File: src/rtl/rstcause_pkg.sv
package rstcause_pkg;

  localparam int unsigned WORD_W = 32;

  // Bit positions inside the status word
  localparam int unsigned BIT_PWR_ON   = 31;
  localparam int unsigned BIT_SW_PWR   = 30;
  localparam int unsigned BIT_SW_WARM  = 29;
  localparam int unsigned BIT_BTN_PWR  = 28;
  localparam int unsigned BIT_BTN_WARM = 27;

  localparam logic [WORD_W-1:0] KEEP_MASK = 32'hF800_0000;
  localparam logic [WORD_W-1:0] CLR_MASK  = 32'h9800_0000;
  localparam logic [WORD_W-1:0] SET_MASK  = 32'h6000_0000;
  localparam logic [WORD_W-1:0] POR_WORD  = 32'h8000_0000;

  // Next status word after a write to the upper word
  function automatic logic [WORD_W-1:0] apply_write(
    input logic [WORD_W-1:0] cur,
    input logic [WORD_W-1:0] wd
  );
    logic [WORD_W-1:0] m;
    m = wd & KEEP_MASK;
    return (cur & ~(m & CLR_MASK)) | (m & SET_MASK);
  endfunction

endpackage

File: src/rtl/rstcause_decode.sv
module rstcause_decode #(
  parameter int unsigned ADDR_W = 3
) (
  input  logic              wr_en,
  input  logic              rd_en,
  input  logic              sys_rst,
  input  logic [ADDR_W-1:0] addr,
  output logic              upper_wr,
  output logic              upper_rd,
  output logic              any_rd
);

  localparam int unsigned UPPER_BIT = 2;

  logic unused_addr_bits;
  assign unused_addr_bits = ^addr;

  // Writes that collide with a system reset are dropped
  always_comb begin
    upper_wr = wr_en && addr[UPPER_BIT] && !sys_rst;
    upper_rd = rd_en && addr[UPPER_BIT];
    any_rd   = rd_en;
  end

endmodule

File: src/rtl/rstcause_cnt.sv
module rstcause_cnt #(
  parameter int unsigned CNT_W = 2
) (
  input  logic clk,
  input  logic pwr_rst,
  input  logic inc,
  input  logic clr,
  output logic is_zero
);

  localparam logic [CNT_W-1:0] CNT_MAX = '1;

  logic [CNT_W-1:0] cnt_q;

  always_ff @(posedge clk) begin
    if (pwr_rst) begin
      cnt_q <= '0;
    end else if (inc) begin
      if (cnt_q != CNT_MAX) cnt_q <= cnt_q + 1'b1;
    end else if (clr) begin
      cnt_q <= '0;
    end
  end

  assign is_zero = (cnt_q == '0);


  no_wrap_chk: assert property (@(posedge clk) disable iff (pwr_rst)
    (inc && cnt_q == CNT_MAX) |=> (cnt_q == CNT_MAX));


  clr_to_zero_chk: assert property (@(posedge clk) disable iff (pwr_rst)
    (clr && !inc) |=> is_zero);


  inc_leaves_zero_chk: assert property (@(posedge clk) disable iff (pwr_rst)
    inc |=> !is_zero);

endmodule

File: src/rtl/rstcause_status.sv
module rstcause_status
  import rstcause_pkg::*;
(
  input  logic              clk,
  input  logic              pwr_rst,
  input  logic              sys_rst,
  input  logic              cnt_zero,
  input  logic              upper_wr,
  input  logic [WORD_W-1:0] wdata,
  output logic [WORD_W-1:0] status,
  output logic              cnt_clr,
  output logic              req_q
);

  logic want_req;

  always_comb begin
    cnt_clr  = upper_wr && wdata[BIT_SW_PWR];
    want_req = upper_wr && (wdata[BIT_SW_PWR] || wdata[BIT_SW_WARM]);
  end

  always_ff @(posedge clk) begin
    if (pwr_rst) begin
      status <= '0;
      req_q  <= 1'b0;
    end else begin
      req_q <= want_req;
      if (sys_rst) begin
        if (cnt_zero) status <= POR_WORD;
      end else if (upper_wr) begin
        status <= apply_write(status, wdata);
      end
    end
  end


  por_load_chk: assert property (@(posedge clk) disable iff (pwr_rst)
    (sys_rst && cnt_zero) |=> (status == POR_WORD));


  warm_keep_chk: assert property (@(posedge clk) disable iff (pwr_rst)
    (sys_rst && !cnt_zero) |=> $stable(status));


  w1c_chk: assert property (@(posedge clk) disable iff (pwr_rst)
    (upper_wr && wdata[BIT_PWR_ON]) |=> !status[BIT_PWR_ON]);


  w1s_chk: assert property (@(posedge clk) disable iff (pwr_rst)
    (upper_wr && wdata[BIT_SW_PWR]) |=> status[BIT_SW_PWR]);


  low_zero_chk: assert property (@(posedge clk) disable iff (pwr_rst)
    (status & ~KEEP_MASK) == '0);

endmodule

File: src/rtl/rstcause_reg.sv
module rstcause_reg
  import rstcause_pkg::*;
#(
  parameter int unsigned ADDR_W = 3,
  parameter int unsigned CNT_W  = 2
) (
  input  logic              clk,
  input  logic              pwr_rst,
  input  logic              sys_rst,
  input  logic              wr_en,
  input  logic              rd_en,
  input  logic [ADDR_W-1:0] addr,
  input  logic [WORD_W-1:0] wdata,
  output logic [WORD_W-1:0] rdata,
  output logic              req_o
);

  logic              upper_wr, upper_rd, any_rd;
  logic              cnt_zero, cnt_clr;
  logic [WORD_W-1:0] status;

  rstcause_decode #(.ADDR_W(ADDR_W)) dec_i (
    .wr_en(wr_en), .rd_en(rd_en), .sys_rst(sys_rst), .addr(addr),
    .upper_wr(upper_wr), .upper_rd(upper_rd), .any_rd(any_rd)
  );

  rstcause_cnt #(.CNT_W(CNT_W)) cnt_i (
    .clk(clk), .pwr_rst(pwr_rst), .inc(sys_rst), .clr(cnt_clr),
    .is_zero(cnt_zero)
  );

  rstcause_status stat_i (
    .clk(clk), .pwr_rst(pwr_rst), .sys_rst(sys_rst), .cnt_zero(cnt_zero),
    .upper_wr(upper_wr), .wdata(wdata), .status(status),
    .cnt_clr(cnt_clr), .req_q(req_o)
  );

  always_ff @(posedge clk) begin
    if (pwr_rst) begin
      rdata <= '0;
    end else if (any_rd) begin
      rdata <= upper_rd ? status : '0;
    end
  end


  req_follows_write_chk: assert property (@(posedge clk) disable iff (pwr_rst)
    (wr_en && addr[2] && !sys_rst && (wdata[30] || wdata[29])) |=> req_o);


  req_quiet_chk: assert property (@(posedge clk) disable iff (pwr_rst)
    !(wr_en && addr[2] && (wdata[30] || wdata[29])) |=> !req_o);


  collide_drop_chk: assert property (@(posedge clk) disable iff (pwr_rst)
    sys_rst |=> !req_o);


  lower_read_zero_chk: assert property (@(posedge clk) disable iff (pwr_rst)
    (rd_en && !addr[2]) |=> (rdata == '0));


  rdata_hold_chk: assert property (@(posedge clk) disable iff (pwr_rst)
    !rd_en |=> $stable(rdata));

endmodule

File: config.mk
export PLATFORM = sky130hd
export DESIGN_NAME = rstcause_reg
export DESIGN_NICKNAME = d
export VERILOG_FILES = /design/src/rtl/rstcause_pkg.sv /design/src/rtl/rstcause_decode.sv /design/src/rtl/rstcause_cnt.sv /design/src/rtl/rstcause_status.sv /design/src/rtl/rstcause_reg.sv
export SDC_FILE = /design/constraint.sdc
export NUM_CORES = 1
export LEC_CHECK = 0
export BUFFER_PORTS_ARGS = -buffer_cell sky130_fd_sc_hd__buf_4
export CORE_MARGIN = 2
export CORE_UTILIZATION = 50
export CTS_BUF_LIST = sky130_fd_sc_hd__clkbuf_4 sky130_fd_sc_hd__clkbuf_8
export CTS_CLUSTER_DIAMETER = 40
export DETAILED_ROUTE_END_ITERATION = 10
export MAX_ROUTING_LAYER = met4
export PLACE_DENSITY = 0.82
export SLEW_MARGIN = 20
export SYNTH_ARGS = -nofsm -noshare
export SYNTH_HDL_FRONTEND = slang
export SYNTH_HIERARCHICAL = 1
export SYNTH_SLANG_ARGS = --single-unit
File: constraint.sdc
create_clock -name clk -period 3.2 [get_ports clk]
set_input_delay 0.96 -clock clk [delete_from_list [all_inputs] [get_ports clk]]
set_output_delay 0.96 -clock clk [all_outputs]
set_load 0.01 [all_outputs]
# Word-level counts from Yosys, hierarchy flattened
# Index checks and enable logic that the tools add are counted.
# totals
regBits	67
# classes
muxes	7
bitwise_logic	3
n_addsub	1
reduce_logical	12
eq_ne	3
# op_table
cell	count
32-bit 2-to-1 mux	4
32-bit bitwise AND	1
32-bit NOT	1
32-bit by 31-bit bitwise OR with 32-bit output	1
2-bit 2-to-1 mux	3
1-bit logical AND	5
2-bit by 1-bit inequality test with 1-bit output, second input constant	2
2-bit AND reduction	2
2-bit nonzero test	2
2-bit by 1-bit adder with 2-bit output, second input constant	1
2-bit zero test	1
2-bit inequality test, second input constant	1
1-bit zero test	1
1-bit logical OR	1

# Longest topological paths before layout
# depth
ltp_word	5
ltp_mapped	5
mapped_depth_nobuf	4

# Modules after synthesis
# The synthesis kept the hierarchy.
# by_module_without_submodules
mod	n_inst	area_per_inst_um2	cells_each	seq_area_each_um2
rstcause_reg	1	1292.5	141	640.6
rstcause_status	1	445.4	51	120.1
rstcause_cnt	1	131.4	13	40.0
rstcause_decode	1	22.5	3	0.0

# Least setup slack after synthesis
# OpenSTA, ideal clock, no wires.
# synth_path
kind	input -> register
start	input addr[2]
end	register cnt_i.cnt_q[1]
slack_ps	1430
arrival_ps	1668
n_path_buf	0
cell_stages	4
t_required_ps	3099
setup_time_ps	101
cell_sequence	and3b_1 > and2_1 > and2b_1 > o41ai_1
# synth_between
elab_chain_len	5
# synth_rtl
element	line	rtl
start, declared	rstcause_reg.sv:12	input logic [ADDR_W-1:0] addr,
1-bit logical AND (2 in series)	rstcause_decode.sv:20	upper_wr = wr_en && addr[UPPER_BIT] && !sys_rst;
1-bit logical AND	rstcause_status.sv:18	cnt_clr = upper_wr && wdata[BIT_SW_PWR];
named net cnt_clr	rstcause_reg.sv:19	logic cnt_zero, cnt_clr;
2-bit nonzero test (no line)	n/a	
2-bit AND reduction (no line)	n/a	
end signal, assigned	rstcause_cnt.sv:19	if (cnt_q != CNT_MAX) cnt_q <= cnt_q + 1'b1;
end, declared	rstcause_cnt.sv:13	logic [CNT_W-1:0] cnt_q;
# The timed path passes the listed nets, and every way through them passes these cells.
# A chain may end at the register's enable or synchronous reset.

# Worst setup path after layout
# layout_path
start	input sys_rst
end	register cnt_i.cnt_q[1]
# layout_between
elab_chain_len	5
word_cells_on_any_way	7
cone_classes	eq/ne: 1; mux: 1; reduce/logical: 5
# layout_rtl
element	line	rtl
start, declared	rstcause_reg.sv:9	input logic sys_rst,
1-bit zero test	rstcause_decode.sv:20	
1-bit logical AND	rstcause_decode.sv:20	
named net upper_wr	rstcause_reg.sv:18	logic upper_wr, upper_rd, any_rd;
1-bit logical AND	rstcause_status.sv:18	
named net cnt_clr	rstcause_reg.sv:19	
2-bit nonzero test (no line)	n/a	
2-bit AND reduction (no line)	n/a	
# The timed path passes the listed nets, and every way through them passes these cells.

==> summary.txt <==
Global route
  • Antenna violations before repair: 0
  • Vias in the first global route: 1234
  • Total overflow reported by the global router: 0
  • Overall routing resource usage: 16.0%
  • Maximum number of pins on one net before global-route repair: between 60 and 70
  • Wire length of the first global-routing pass: around 5.2 mm

Place
  • Number of buffer cells added on primary ports: 43
  • Number of placed instances, taps included: 286
  • Gpl congestion: 0.681
  • Pre-CTS worst setup slack: about 1.1 ns
  • Total placed instance area: about 0.002 mm^2
  • Detailed placement HPWL: 2.00 mm

Clocking
  • Total of hold buffers inserted after clock tree synthesis: 0
  • Cts bufs inserted: 5
  • H-tree levels: 2
  • Clock tree from TritonCTS: done
  • Clock Pin Slew Worst Setup and Hold Paths: 0.07 ns
  • Root Driver: clkbuf_8
  • Number of gates resized after cts: 0
  • Clock net sink count: 40
  • Source-to-sink clock delay at the later pin of the worst-skew pair: 0.28 ns
  • Number of buffers inserted by post-CTS setup repair: 0
  • Maximum root-to-sink buffer count: 2

Timing
  • Setup TNS: 0 ns
  • Maximum frequency from static timing analysis: 569 MHz
  • Tightest hold margin: 0.468 ns
  • Post-route clock skew: ~0.0027 ns
  • Final setup violation count: 0
  • Pins over their slew limit: 0
  • Setup repair after global routing missed its margin: false
  • Part of the cycle the worst path needs: 55.0%
  • Slew @ Worst Pin: 0.666 ns
  • Worst-case setup margin in the final layout: 1.44 ns
  • Final number of hold-violating endpoints: 0
  • Shortest clock period the worst path allows after layout: 1.76 ns
  • Slew headroom: a little under three fifths

Floorplanning
  • DIE HEIGHT: between 60 and 70 um
  • Die span in x: 65.5 um
  • Initial core utilization: 51.7%
  • Core area: 0.00366 mm^2
  • Area enclosed by the die boundary: 0.00429 mm^2
  • Number of ports placed on the die boundary: 73
  • Number of placement rows: 22

Final layout
  • Register area: 801 um^2
  • Number of filler instances in the final layout: 349
  • Utilization after layout: 58.1%
  • Area of combinational cells with multiple inputs: 836 um^2
  • Fraction of layout instances using a drive strength above 1: 22.4%
  • Diode insertion count for antenna repair: 0
  • Post-route cell area: 0.00213 mm^2
  • Area added between synthesis and finish: 12.4%
  • Post-layout nets: ~290
  • Fin cells: 293

Synthesis
  • Sequential fraction of the synthesis area: 42.3%
  • Share of the synthesized area in the top cell type: 42.3%
  • Number of warnings printed during yosys synthesis: 6
  • Post-synthesis cell type count: 26
  • Number of register bits inferred by synthesis: 40
  • Avg Inst Size Synth: 9.10 um^2
  • Number of cells produced by synthesis: 208
  • Area of the mapped netlist: 0.00189 mm^2
  • Area contributors post-synth: dfxtp_1, buf_4, nand2b_1
  • Largest area contributor in the synthesized netlist: dfxtp_1

Drt
  • Number of search-and-repair iterations in the first detailed-routing pass: 4
  • Number of remaining DRC errors: 0
  • Drt first-iter violations: 86
  • Count of antenna-violating nets left after detailed routing: 0
  • Routed WL per cell: 10.6 um
  • Mean number of vias per cell: ~4.7
  • Final routed wirelength across all metal layers: 3.11 mm
  • Number of vias in the routed layout: 1381

Setup path
  • Crit-path cells: buf_4 > and3b_1 > and2_1 > and2b_1 > o41ai_1
  • Data arrival time at the worst-slack endpoint: 1.94 ns
  • Required time of the critical path: 3.38 ns
  • Category of the worst setup path capture point: flip-flop
  • Crit path buf inv count: 1
  • Setup Crit Path Kind: in -> reg
  • Critical Path Fanout Max: 14
  • Worst Setup Start Kind: primary input
  • Top Family by Delay on Critical Path: simple AND/OR/NAND/NOR gates
  • CP max stage delay: 0.27 ns
  • Cell at the slowest stage of the critical path: and3b_1

Outcome
  • Outcome: completed

Flow run
  • MaxCap Viol Count: 0

Pwr
  • Cell area power density: 436 mW/mm^2
  • Leakage power: 0.880 nW
  • Max VDD drop: about 0.00029 V
  • Pwr Total: 0.926 mW

Worst hold path
  • Worst Hold Class: reg -> reg
## metal layers
layer | track usage, % | vias up | wire, um
li1 | - | 720 | -
met1 | 19.2 | 623 | 1480
met2 | 25.6 | 35 | 1480
met3 | 4.28 | 3 | 127
met4 | 6.51 | 0 | 22
met5 | - | - | 0
## flip-flops by register name, summed over array words and instances (netlist names)
| signal | flops |
|---|---|
| stat_i/status | 5 |
| rdata | 32 |
| cnt_i/cnt_q | 2 |
| stat_i/req_q | 1 |
## synth_stat cells
library cell and number:
clkbuf_8 3, or4b_1 1, clkbuf_1 3, inv_1 3, and2b_1 1, a21bo_2 2, and2_1 2, a311oi_2 1
or4bb_1 1, nor2_1 1, o31ai_1 1, buf_4 28, nand3_1 32, and3_1 2, or2b_1 1, nand2b_1 32
nor2b_1 1, o41ai_1 1, buf_6 7, nor3b_1 1, ha_1 2, a21oi_1 36, nand3b_1 4, dfxtp_1 40
and3b_1 1, conb_1 1
## cells in the final DEF, fill, tap and decap left out
cell type,instances
nand3b_1,4
o31ai_1,1
nor2_1,1
and2_1,2
buf_4,45
and3b_1,1
o41ai_1,1
conb_1,27
a21bo_2,2
inv_1,3
or4bb_1,1
a311oi_2,1
dfxtp_1,40
clkinv_2,1
nand2b_1,32
or2b_1,1
nor2b_1,1
nand3_1,32
ha_1,2
and2b_1,1
clkbuf_8,5
clkbuf_4,1
nor3b_1,1
or4b_1,1
a21oi_1,36
and3_1,2
## cell type report
| class | instances | share of cell area, % |
|---|---|---|
| multi-input combinational | 150 | 39.3 |
| sequential | 40 | 37.6 |
| timing repair buffer | 45 | 15.9 |
| clock buffer | 6 | 3.59 |
| tap | 48 | 2.82 |
| inverter | 3 | 0.529 |
| clock inverter | 1 | 0.235 |
## path summary, 6_finish.rpt
check	endpoint	slack (ns)	cells past startpoint	startpoint
worst max-delay path	cnt_i/cnt_q[1]	1.44	5	sys_rst
worst min-delay path	rdata[18]	0.47	2	rdata[18]
worst max register to register	cnt_i/cnt_q[1]	1.94	4	cnt_i/cnt_q[0]
worst min register to register	rdata[18]	0.47	2	rdata[18]
## worst min-delay path, stage by stage, from the launching register on
cell	delay, ns
dfxtp_1	0.31
nand2b_1	0.06
a21oi_1	0.05
## where the power goes
group	internal, mW	switching, mW	total (mW)	leakage [nW]
clock network	0.157	0.159	0.315	0.0445
logic	0.0422	0.0516	0.0938	0.511
registers	0.510	0.00671	0.517	0.324
total	0.709	0.217	0.926	0.880
## logic make-up after synthesis
group                    Yosys count  share of synthesized area (%)
AND/OR/NAND/NOR                   80                           25.3
flip-flops                        40                           42.3
buffers and inverters             44                           18.7
other                              1                          0.198
AO/OA/AOI/OAI                     41                           12.2
adder cells (fa/ha/maj)            2                           1.32
(Power assumes the default switching activity.)
